===== src/rtl/tsc_pkg.sv =====
package tsc_pkg;
  // terminal indices on the plate switch vectors
  localparam int NUM_TERM  = 4;
  localparam int TERM_XP   = 0;
  localparam int TERM_XM   = 1;
  localparam int TERM_YP   = 2;
  localparam int TERM_YM   = 3;

  // touch control register layout
  localparam int TC_PWR_LSB  = 0;
  localparam int TC_GND_LSB  = 4;
  localparam int TC_BIAS_BIT = 8;
  localparam int TC_MODE_LSB = 9;
  localparam int TC_W        = 11;

  // ADC control register layout
  localparam int AC_SEL_LSB  = 0;
  localparam int AC_SEL_W    = 3;
  localparam int AC_SYNC_BIT = 3;
  localparam int AC_GO_BIT   = 4;

  // data register layout
  localparam int DR_READY_BIT = 15;

  typedef enum logic [1:0] {
    MODE_POS    = 2'b00,
    MODE_PRES   = 2'b01,
    MODE_RES    = 2'b10,
    MODE_DETECT = 2'b11
  } tsc_mode_e;
endpackage


===== src/rtl/tsc_plate_drive.sv =====
module tsc_plate_drive
  import tsc_pkg::*;
#(
  parameter int NT = NUM_TERM
) (
  input  logic          clk,
  input  logic          rst,
  input  logic [NT-1:0] pwr_req,
  input  logic [NT-1:0] gnd_req,
  input  logic          bias_req,
  input  tsc_mode_e     mode,
  output logic [NT-1:0] pwr_o,
  output logic [NT-1:0] gnd_o,
  output logic          bias_o,
  output logic          pullup_o,
  output logic [1:0]    mode_o
);
  logic detect;
  assign detect = (mode == MODE_DETECT);

  for (genvar t = 0; t < NT; t++) begin : g_term
    localparam bit IS_Y = (t == TERM_YP) || (t == TERM_YM);
    logic pwr_q, gnd_q;
    always_ff @(posedge clk) begin
      if (rst) begin
        pwr_q <= 1'b0;
        gnd_q <= 1'b0;
      end else if (detect) begin
        pwr_q <= 1'b0;
        gnd_q <= gnd_req[t] | IS_Y;
      end else begin
        // ground wins over supply on a conflicting request
        pwr_q <= pwr_req[t] & ~gnd_req[t];
        gnd_q <= gnd_req[t];
      end
    end
    assign pwr_o[t] = pwr_q;
    assign gnd_o[t] = gnd_q;
  end

  always_ff @(posedge clk) begin
    if (rst) begin
      bias_o   <= 1'b0;
      pullup_o <= 1'b0;
      mode_o   <= 2'b00;
    end else begin
      bias_o   <= bias_req & ~detect;
      pullup_o <= detect;
      mode_o   <= mode;
    end
  end
endmodule


===== src/rtl/tsc_start_ctrl.sv =====
module tsc_start_ctrl #(
  parameter int SYNC_STAGES = 2
) (
  input  logic clk,
  input  logic rst,
  input  logic start_req,
  input  logic sync_mode,
  input  logic sync_in,
  input  logic busy,
  output logic launch
);
  logic [SYNC_STAGES-1:0] sync_sr;
  logic sync_last;
  logic armed;
  logic sync_rise;

  always_ff @(posedge clk) begin
    if (rst) begin
      sync_sr   <= '0;
      sync_last <= 1'b0;
    end else begin
      sync_sr   <= {sync_sr[SYNC_STAGES-2:0], sync_in};
      sync_last <= sync_sr[SYNC_STAGES-1];
    end
  end

  assign sync_rise = sync_sr[SYNC_STAGES-1] & ~sync_last;

  assign launch = ~busy & ((start_req & ~sync_mode) | (armed & sync_rise));

  always_ff @(posedge clk) begin
    if (rst)
      armed <= 1'b0;
    else if (launch)
      armed <= 1'b0;
    else if (start_req && sync_mode && !busy)
      armed <= 1'b1;
  end
endmodule


===== src/rtl/tsc_sar_core.sv =====
module tsc_sar_core #(
  parameter int W = 10
) (
  input  logic         clk,
  input  logic         rst,
  input  logic         launch,
  input  logic         cmp_hi,
  output logic [W-1:0] trial_o,
  output logic         busy_o,
  output logic [W-1:0] result_o,
  output logic         ready_o,
  output logic         done_o
);
  logic [W-1:0] acc_q;
  logic [W-1:0] mask_q;
  logic [W-1:0] acc_next;

  assign trial_o  = acc_q | mask_q;
  assign acc_next = cmp_hi ? acc_q : (acc_q | mask_q);

  always_ff @(posedge clk) begin
    if (rst) begin
      acc_q    <= '0;
      mask_q   <= '0;
      busy_o   <= 1'b0;
      result_o <= '0;
      ready_o  <= 1'b0;
      done_o   <= 1'b0;
    end else if (launch) begin
      acc_q   <= '0;
      mask_q  <= {1'b1, {(W-1){1'b0}}};
      busy_o  <= 1'b1;
      ready_o <= 1'b0;
      done_o  <= 1'b0;
    end else if (busy_o) begin
      acc_q  <= acc_next;
      mask_q <= mask_q >> 1;
      if (mask_q[0]) begin
        busy_o   <= 1'b0;
        result_o <= acc_next;
        ready_o  <= 1'b1;
        done_o   <= 1'b1;
      end
    end else begin
      done_o <= 1'b0;
    end
  end
endmodule


===== src/rtl/tsc_adc_seq.sv =====
module tsc_adc_seq
  import tsc_pkg::*;
#(
  parameter int          ADDR_W      = 7,
  parameter int          DATA_W      = 16,
  parameter int          RES_W       = 10,
  parameter int          SYNC_STAGES = 2,
  parameter logic [6:0]  ADDR_TOUCH  = 7'h64,
  parameter logic [6:0]  ADDR_ADC    = 7'h66,
  parameter logic [6:0]  ADDR_DATA   = 7'h68
) (
  input  logic                clk,
  input  logic                rst,
  input  logic                wr_en,
  input  logic [ADDR_W-1:0]   wr_addr,
  input  logic [DATA_W-1:0]   wr_data,
  input  logic [ADDR_W-1:0]   rd_addr,
  output logic [DATA_W-1:0]   rd_data,
  input  logic                adc_sync,
  input  logic                cmp_hi,
  output logic [NUM_TERM-1:0] plate_pwr_o,
  output logic [NUM_TERM-1:0] plate_gnd_o,
  output logic                bias_en_o,
  output logic                x_pullup_o,
  output logic [1:0]          meas_mode_o,
  output logic [AC_SEL_W-1:0] mux_sel_o,
  output logic [RES_W-1:0]    dac_trial_o,
  output logic                adc_ready_o,
  output logic                conv_done_o
);
  localparam int PAD_TC  = DATA_W - TC_W;
  localparam int PAD_AC  = DATA_W - AC_SEL_W - 2;
  localparam int PAD_DR  = DATA_W - 1 - RES_W;

  logic [TC_W-1:0]     touch_q;
  logic [AC_SEL_W-1:0] sel_q;
  logic                sync_mode_q;
  logic                wr_touch, wr_adc, start_req, launch;
  logic                sar_busy;
  logic [RES_W-1:0]    sar_result;
  logic                unused_hi;

  assign unused_hi = ^wr_data[DATA_W-1:TC_W];

  assign wr_touch  = wr_en && (wr_addr == ADDR_TOUCH);
  assign wr_adc    = wr_en && (wr_addr == ADDR_ADC);
  assign start_req = wr_adc && wr_data[AC_GO_BIT];

  always_ff @(posedge clk) begin
    if (rst) begin
      touch_q     <= '0;
      sel_q       <= '0;
      sync_mode_q <= 1'b0;
    end else begin
      if (wr_touch) touch_q <= wr_data[TC_W-1:0];
      if (wr_adc) begin
        sel_q       <= wr_data[AC_SEL_LSB +: AC_SEL_W];
        sync_mode_q <= wr_data[AC_SYNC_BIT];
      end
    end
  end

  assign mux_sel_o = sel_q;

  tsc_plate_drive #(.NT(NUM_TERM)) u_plate (
    .clk      (clk),
    .rst      (rst),
    .pwr_req  (touch_q[TC_PWR_LSB +: NUM_TERM]),
    .gnd_req  (touch_q[TC_GND_LSB +: NUM_TERM]),
    .bias_req (touch_q[TC_BIAS_BIT]),
    .mode     (tsc_mode_e'(touch_q[TC_MODE_LSB +: 2])),
    .pwr_o    (plate_pwr_o),
    .gnd_o    (plate_gnd_o),
    .bias_o   (bias_en_o),
    .pullup_o (x_pullup_o),
    .mode_o   (meas_mode_o)
  );

  tsc_start_ctrl #(.SYNC_STAGES(SYNC_STAGES)) u_start (
    .clk       (clk),
    .rst       (rst),
    .start_req (start_req),
    .sync_mode (wr_data[AC_SYNC_BIT]),
    .sync_in   (adc_sync),
    .busy      (sar_busy),
    .launch    (launch)
  );

  tsc_sar_core #(.W(RES_W)) u_sar (
    .clk      (clk),
    .rst      (rst),
    .launch   (launch),
    .cmp_hi   (cmp_hi),
    .trial_o  (dac_trial_o),
    .busy_o   (sar_busy),
    .result_o (sar_result),
    .ready_o  (adc_ready_o),
    .done_o   (conv_done_o)
  );

  always_ff @(posedge clk) begin
    if (rst) begin
      rd_data <= '0;
    end else begin
      unique case (rd_addr)
        ADDR_TOUCH: rd_data <= {{PAD_TC{1'b0}}, touch_q};
        ADDR_ADC:   rd_data <= {{PAD_AC{1'b0}}, 1'b0, sync_mode_q, sel_q};
        ADDR_DATA:  rd_data <= {adc_ready_o, {PAD_DR{1'b0}}, sar_result};
        default:    rd_data <= '0;
      endcase
    end
  end
endmodule


===== config.mk =====
export PLATFORM = sky130hd
export DESIGN_NAME = tsc_adc_seq
export DESIGN_NICKNAME = d
export VERILOG_FILES = /design/src/rtl/tsc_pkg.sv /design/src/rtl/tsc_plate_drive.sv /design/src/rtl/tsc_start_ctrl.sv /design/src/rtl/tsc_sar_core.sv /design/src/rtl/tsc_adc_seq.sv
export SDC_FILE = /design/constraint.sdc
export NUM_CORES = 1
export LEC_CHECK = 0
export ABC_AREA = 1
export BUFFER_PORTS_ARGS = -buffer_cell sky130_fd_sc_hd__buf_2
export CELL_PAD_IN_SITES_DETAIL_PLACEMENT = 1
export CELL_PAD_IN_SITES_GLOBAL_PLACEMENT = 2
export CORE_MARGIN = 1.5
export CORE_UTILIZATION = 26
export CTS_CLUSTER_DIAMETER = 80
export DETAILED_ROUTE_END_ITERATION = 8
export PLACE_DENSITY_LB_ADDON = 0.3
export SYNTH_ARGS = -nofsm -noshare
export SYNTH_HDL_FRONTEND = slang
export SYNTH_SLANG_ARGS = --single-unit

===== constraint.sdc =====
create_clock -name clk -period 1.04 [get_ports clk]
set_input_delay 0.156 -clock clk [delete_from_list [all_inputs] [get_ports clk]]
set_output_delay 0.156 -clock clk [all_outputs]
set_load 0.05 [all_outputs]

### Yosys cells after proc, flatten, opt, wreduce, memory -nomap -nowiden

Cells that the tools add are included.

| operators by class | value |
|---|---|
| reduce and logical (&&, ||, !) cells | 12 |
| bitwise gates (word level) | 20 |
| muxes and demuxes | 9 |
| equality and inequality tests | 6 |

Operator list:

| operator | count |
|---|---|
| case mux 16 bit (3 select lines) | 1 |
| equality test 7 bit (second input constant) | 5 |
| two-way mux 10 bit | 3 |
| OR 10 bit | 1 |
| bitwise AND 1 bit | 9 |
| inverter 1 bit | 9 |
| logical AND 1 bit | 5 |
| two-way mux 1 bit | 5 |
| OR reduction 2 bit | 2 |
| AND reduction 3 bit | 1 |
| OR reduction 3 bit | 1 |
| equality test 2 bit (second input constant) | 1 |
| AND reduction 2 bit | 1 |
| nonzero test 2 bit | 1 |
| zero test 1 bit | 1 |
| OR 1 bit | 1 |

| storage, ports and cells | value |
|---|---|
| register bits | 80 |

### Longest topological paths before layout

| logic depth | value |
|---|---|
| depth after elaboration | 8 |
| depth in mapped cells | 9 |

### By module

Synthesis repeated with hierarchy kept, for this count alone.

| second synthesis, totals | value |
|---|---|
| cell total of the unflattened synthesis | 427 |
| area, all modules | 3223.1 um^2 |

Modules (own cells, without submodules):

| module | cells each | area each (um^2) | instances | sequential area each (um^2) |
|---|---|---|---|---|
| tsc_sar_core | 185 | 1347.5 | 1 | 660.6 |
| tsc_adc_seq | 173 | 1260.0 | 1 | 540.5 |
| tsc_plate_drive | 47 | 457.9 | 1 | 240.2 |
| tsc_start_ctrl | 22 | 157.7 | 1 | 80.1 |

### Least setup slack after synthesis

OpenSTA, ideal clock, no wires.

| timing | value |
|---|---|
| path kind | reg2reg |
| start point | register u_sar.busy_o |
| end point | register u_sar.result_o[2] |
| arrival | 0.917 ns |
| stages on the path, launching flop included | 7 |
| clock period less this slack | 1.034 ns |
| path slack | 0.006 ns |
| cell sequence | dfxtp_1 buf_2 nand2_1 inv_1 buf_4 o21ai_0 nor2_1 |

| on the way | value |
|---|---|
| longest elaborated chain between the ends | 4 |

Ends and longest elaborated chain:

| item | RTL line | text |
|---|---|---|
| start, declared | tsc_sar_core.sv:9 | `output logic busy_o,` |
| start signal, assigned | tsc_sar_core.sv:25 | `busy_o <= 1'b0;` |
| start signal, assigned | tsc_sar_core.sv:32 | `busy_o <= 1'b1;` |
| start signal, assigned | tsc_sar_core.sv:39 | `busy_o <= 1'b0;` |
| inverter 1 bit | tsc_start_ctrl.sv:29 | `assign launch = ~busy & ((start_req & ~sync_mode) \| (armed & sync_rise));` |
| bitwise AND 1 bit | tsc_start_ctrl.sv:29 |  |
| inverter 1 bit (no source line) | - |  |
| AND reduction 3 bit (no source line) * | - |  |
| end signal, assigned | tsc_sar_core.sv:40 | `result_o <= acc_next;` |
| end, declared | tsc_sar_core.sv:10 | `output logic [W-1:0] result_o,` |

Every way passes the cells marked *; elsewhere a longest branch is shown, timed or not.
A chain may end at the register's enable or synchronous reset.

### Final worst setup path

| timing | value |
|---|---|
| start point | register u_sar.acc_q[0] |
| end point | output port dac_trial_o[0] |

| on the way | value |
|---|---|
| longest elaborated chain between the ends | 1 |

Ends and longest elaborated chain:

| item | RTL line | text |
|---|---|---|
| start, declared | tsc_sar_core.sv:14 | `logic [W-1:0] acc_q;` |
| start signal, assigned | tsc_sar_core.sv:36 | `acc_q <= acc_next;` |
| OR 10 bit | tsc_sar_core.sv:18 | `assign trial_o = acc_q \| mask_q;` |
| end, declared | tsc_adc_seq.sv:27 | `output logic [RES_W-1:0] dac_trial_o,` |

Every way passes these cells.

==> metrics.txt <==
Worst Slack Setup Final -0.183 ns; maxcap violations 0; Finish-stage setup viols 31; sequential-to-total area share from yosys stat 51.7%; Synth Warn # 0; crit path cell chain or2_4, buf_8; RSZ-0062 raised after global routing true; commonest non-fill, non-tap cells in the layout buf_4, dfxtp_1, inv_1; drt first pass iters 4; drt wl/cell 13.6 um; Setup crit start kind flip-flop; Reg2Reg Depth 8; critical path arrival 1.07 ns; Clk network pwr share 47.4%; Cell Rows 38; crit share post-route 118%; Hold Path Class input pin to flip-flop; worst path bufs/invs 1; H-tree levels 3; clock slew at reported path FFs 0.06 ns; Worst R2R Setup Slack -0.05 ns; P_sw 1.54 mW; drt drc 0; DRT iter0 DRCs 66; Num CTS Buffers 9; hpwl dp 5990 um; initial antenna violation count 0; commonest non-fill, non-tap cell in the layout buf_4; Hold Buf Count CTS 0; final WL 8480 um; max-slew violation count 0; slowest CP cell dfxtp_2; clk sinks 76; largest net degree at the start of global routing 16; Req. time, crit path 0.88 ns; clock skew 0.00925 ns; Area growth syn-to-layout 51.4%; Worst Path Max Fanout 2; outcome finished, violations left; Post-synth EDFFs 0; gr ovfl total 0; P_leak 1.94 nW; Power, Total 6.25 mW; Post-synth top flop dfxtp_1; Syn Area/Cell 8.03 um2; P_int 4.71 mW; Initial Util 26.9%; global placement routability congestion 0.766; GRT Resource Usage Total 15.2%; worst vdd ir 0.728 mV; Die W 109 um; Yosys reg bits 76; vias in the first global route 2760; R2R Path End u_sar.acc_q[9]; Max stage delay on crit path 0.32 ns; Die ar. 12000 um2; # port buffers 68; Setup WS pre-CTS -0.223 ns; count of cell types in the netlist 29; vias per cell 4.34; CP Class flip-flop to output pin; Hold Crit Start adc_sync; final worst path period need 1.22 ns; Hold Path Depth 3; worst skew pair latency 0.34 ns; failing checks negative setup slack; hold endpoint u_start.sync_sr[0]; reg-to-reg critical path startpoint u_start.armed; Synth Cell Area 2950 um2; pwr/cell area 1400 nW/um2; sw frac 24.6%; TritonCTS clock tree done; CP Capture Type output pin; nets@finish 513; delay-heaviest family, CP flip-flops; Via Count 2706; final antenna-violating net count 0; Antenna diodes 0; final hold violation count 0; Fmax 817 MHz; sequential share of power 46.7%; Core Area 10900 um2; share of cells above drive strength 1 47.2%; Root Buffer clkbuf_16; Mapped Cells 367; CTS max path bufs 2; Comb power frac 5.9%; top-level I/O count 78; first-pass GRT wire length 13600 um; Die Ht 109 um; Post-synth ARST share 0%
stage by stage:
step	utilization (%)	hold slack, ns	cell area [um2]	instances	TNS [ns]
6_report	40.8	0.0192	4460	623	-1.73
5_1_grt	40.8	0.0269	4460	623	-3.85
4_1_cts	39.6	0.0169	4330	620	-2.01
3_5_place_dp	33.1	0.372	3620	590	-6.11
3_3_place_gp	33.1	0.366	3620	590	-5.49
2_1_floorplan	-	0.263	2960	370	0
final cells by class:
class	instances	area, um2
Fill cell	1304	6480
Inverter	56	213
Tap cell	140	175
Timing Repair Buffer	123	1050
Sequential cell	76	1560
Clock inverter	7	57.6
Multi-Input combinational cell	212	1180
Clock buffer	9	225
worst max path at each step:
stage	depth (start not counted)	to	start
global placement	8	sync_mode_q	wr_addr[3]
floorplan	6	u_sar.result_o[2]	u_sar.busy_o
global route	2	dac_trial_o[0]	u_sar.mask_q[0]
CTS	2	dac_trial_o[0]	u_sar.acc_q[0]
finish	2	dac_trial_o[0]	u_sar.acc_q[0]
detailed placement	8	sync_mode_q	wr_addr[3]
cell families after synthesis:
logic type	count (synthesis)	synth area share, %
buffers and inverters	82	13.1
and+or+nand+nor	125	19.7
other	1	0.127
AOI/OAI and AO/OA	79	14.1
DFF	76	51.7
muxes	4	1.36
worst min-delay path, cell delays in order:
cell	delay [ns]
buf_2	0.08
inv_1	0.03
nor2_1	0.06
state kept, by name, indices dropped and copies added, names as in the netlist, 2 cells and up:
register              cells
mux_sel_o                 3
u_sar.acc_q              10
u_start.sync_sr           2
u_plate.mode_o            2
rd_data                  12
touch_q                  11
u_sar.mask_q             10
u_plate.g_term.gnd_q      4
u_plate.g_term.pwr_q      4
u_sar.result_o           10
metal layers:
| layer | track usage, % | routed length (um) |
|---|---|---|
| met1 | 18.8 | 3850 |
| met2 | 25.6 | 4140 |
| met3 | 3.73 | 374 |
| met4 | 5.29 | 112 |
| met5 | 0 | 0 |
power by group through the flow:
stage                     clock network [mW]  logic [mW]  registers (mW)
final                                   2.96       0.368            2.92
after global routing                    3.15       0.401            2.92
after floorplan                            0       0.168            2.99
after global placement                     0       0.305            2.99
after detailed placement                   0       0.308            2.99
after CTS                               3.05       0.360            2.92
synthesized netlist by cell type (4+ instances only):
cell,count,share of area [%]
o21ai_0,39,6.6
mux2i_1,4,1.4
inv_1,53,6.8
a21oi_1,29,4.9
nor2_1,59,7.5
dfxtp_1,76,52
nand2_1,26,3.3
clkbuf_1,5,0.64
o22ai_1,5,1.1
or2_2,5,1.1
buf_4,13,3.3
nor3_1,6,1.0
o211ai_1,4,1.0
nand3_1,17,2.9
what timing repair did:
action,in CTS,in global routing
gates cloned,3,1
gates resized for setup,117,46
buffers inserted,11,2
setup endpoints to repair,57,45
pin swaps,6,7
No activity file was read; power rests on OpenSTA's default activity.
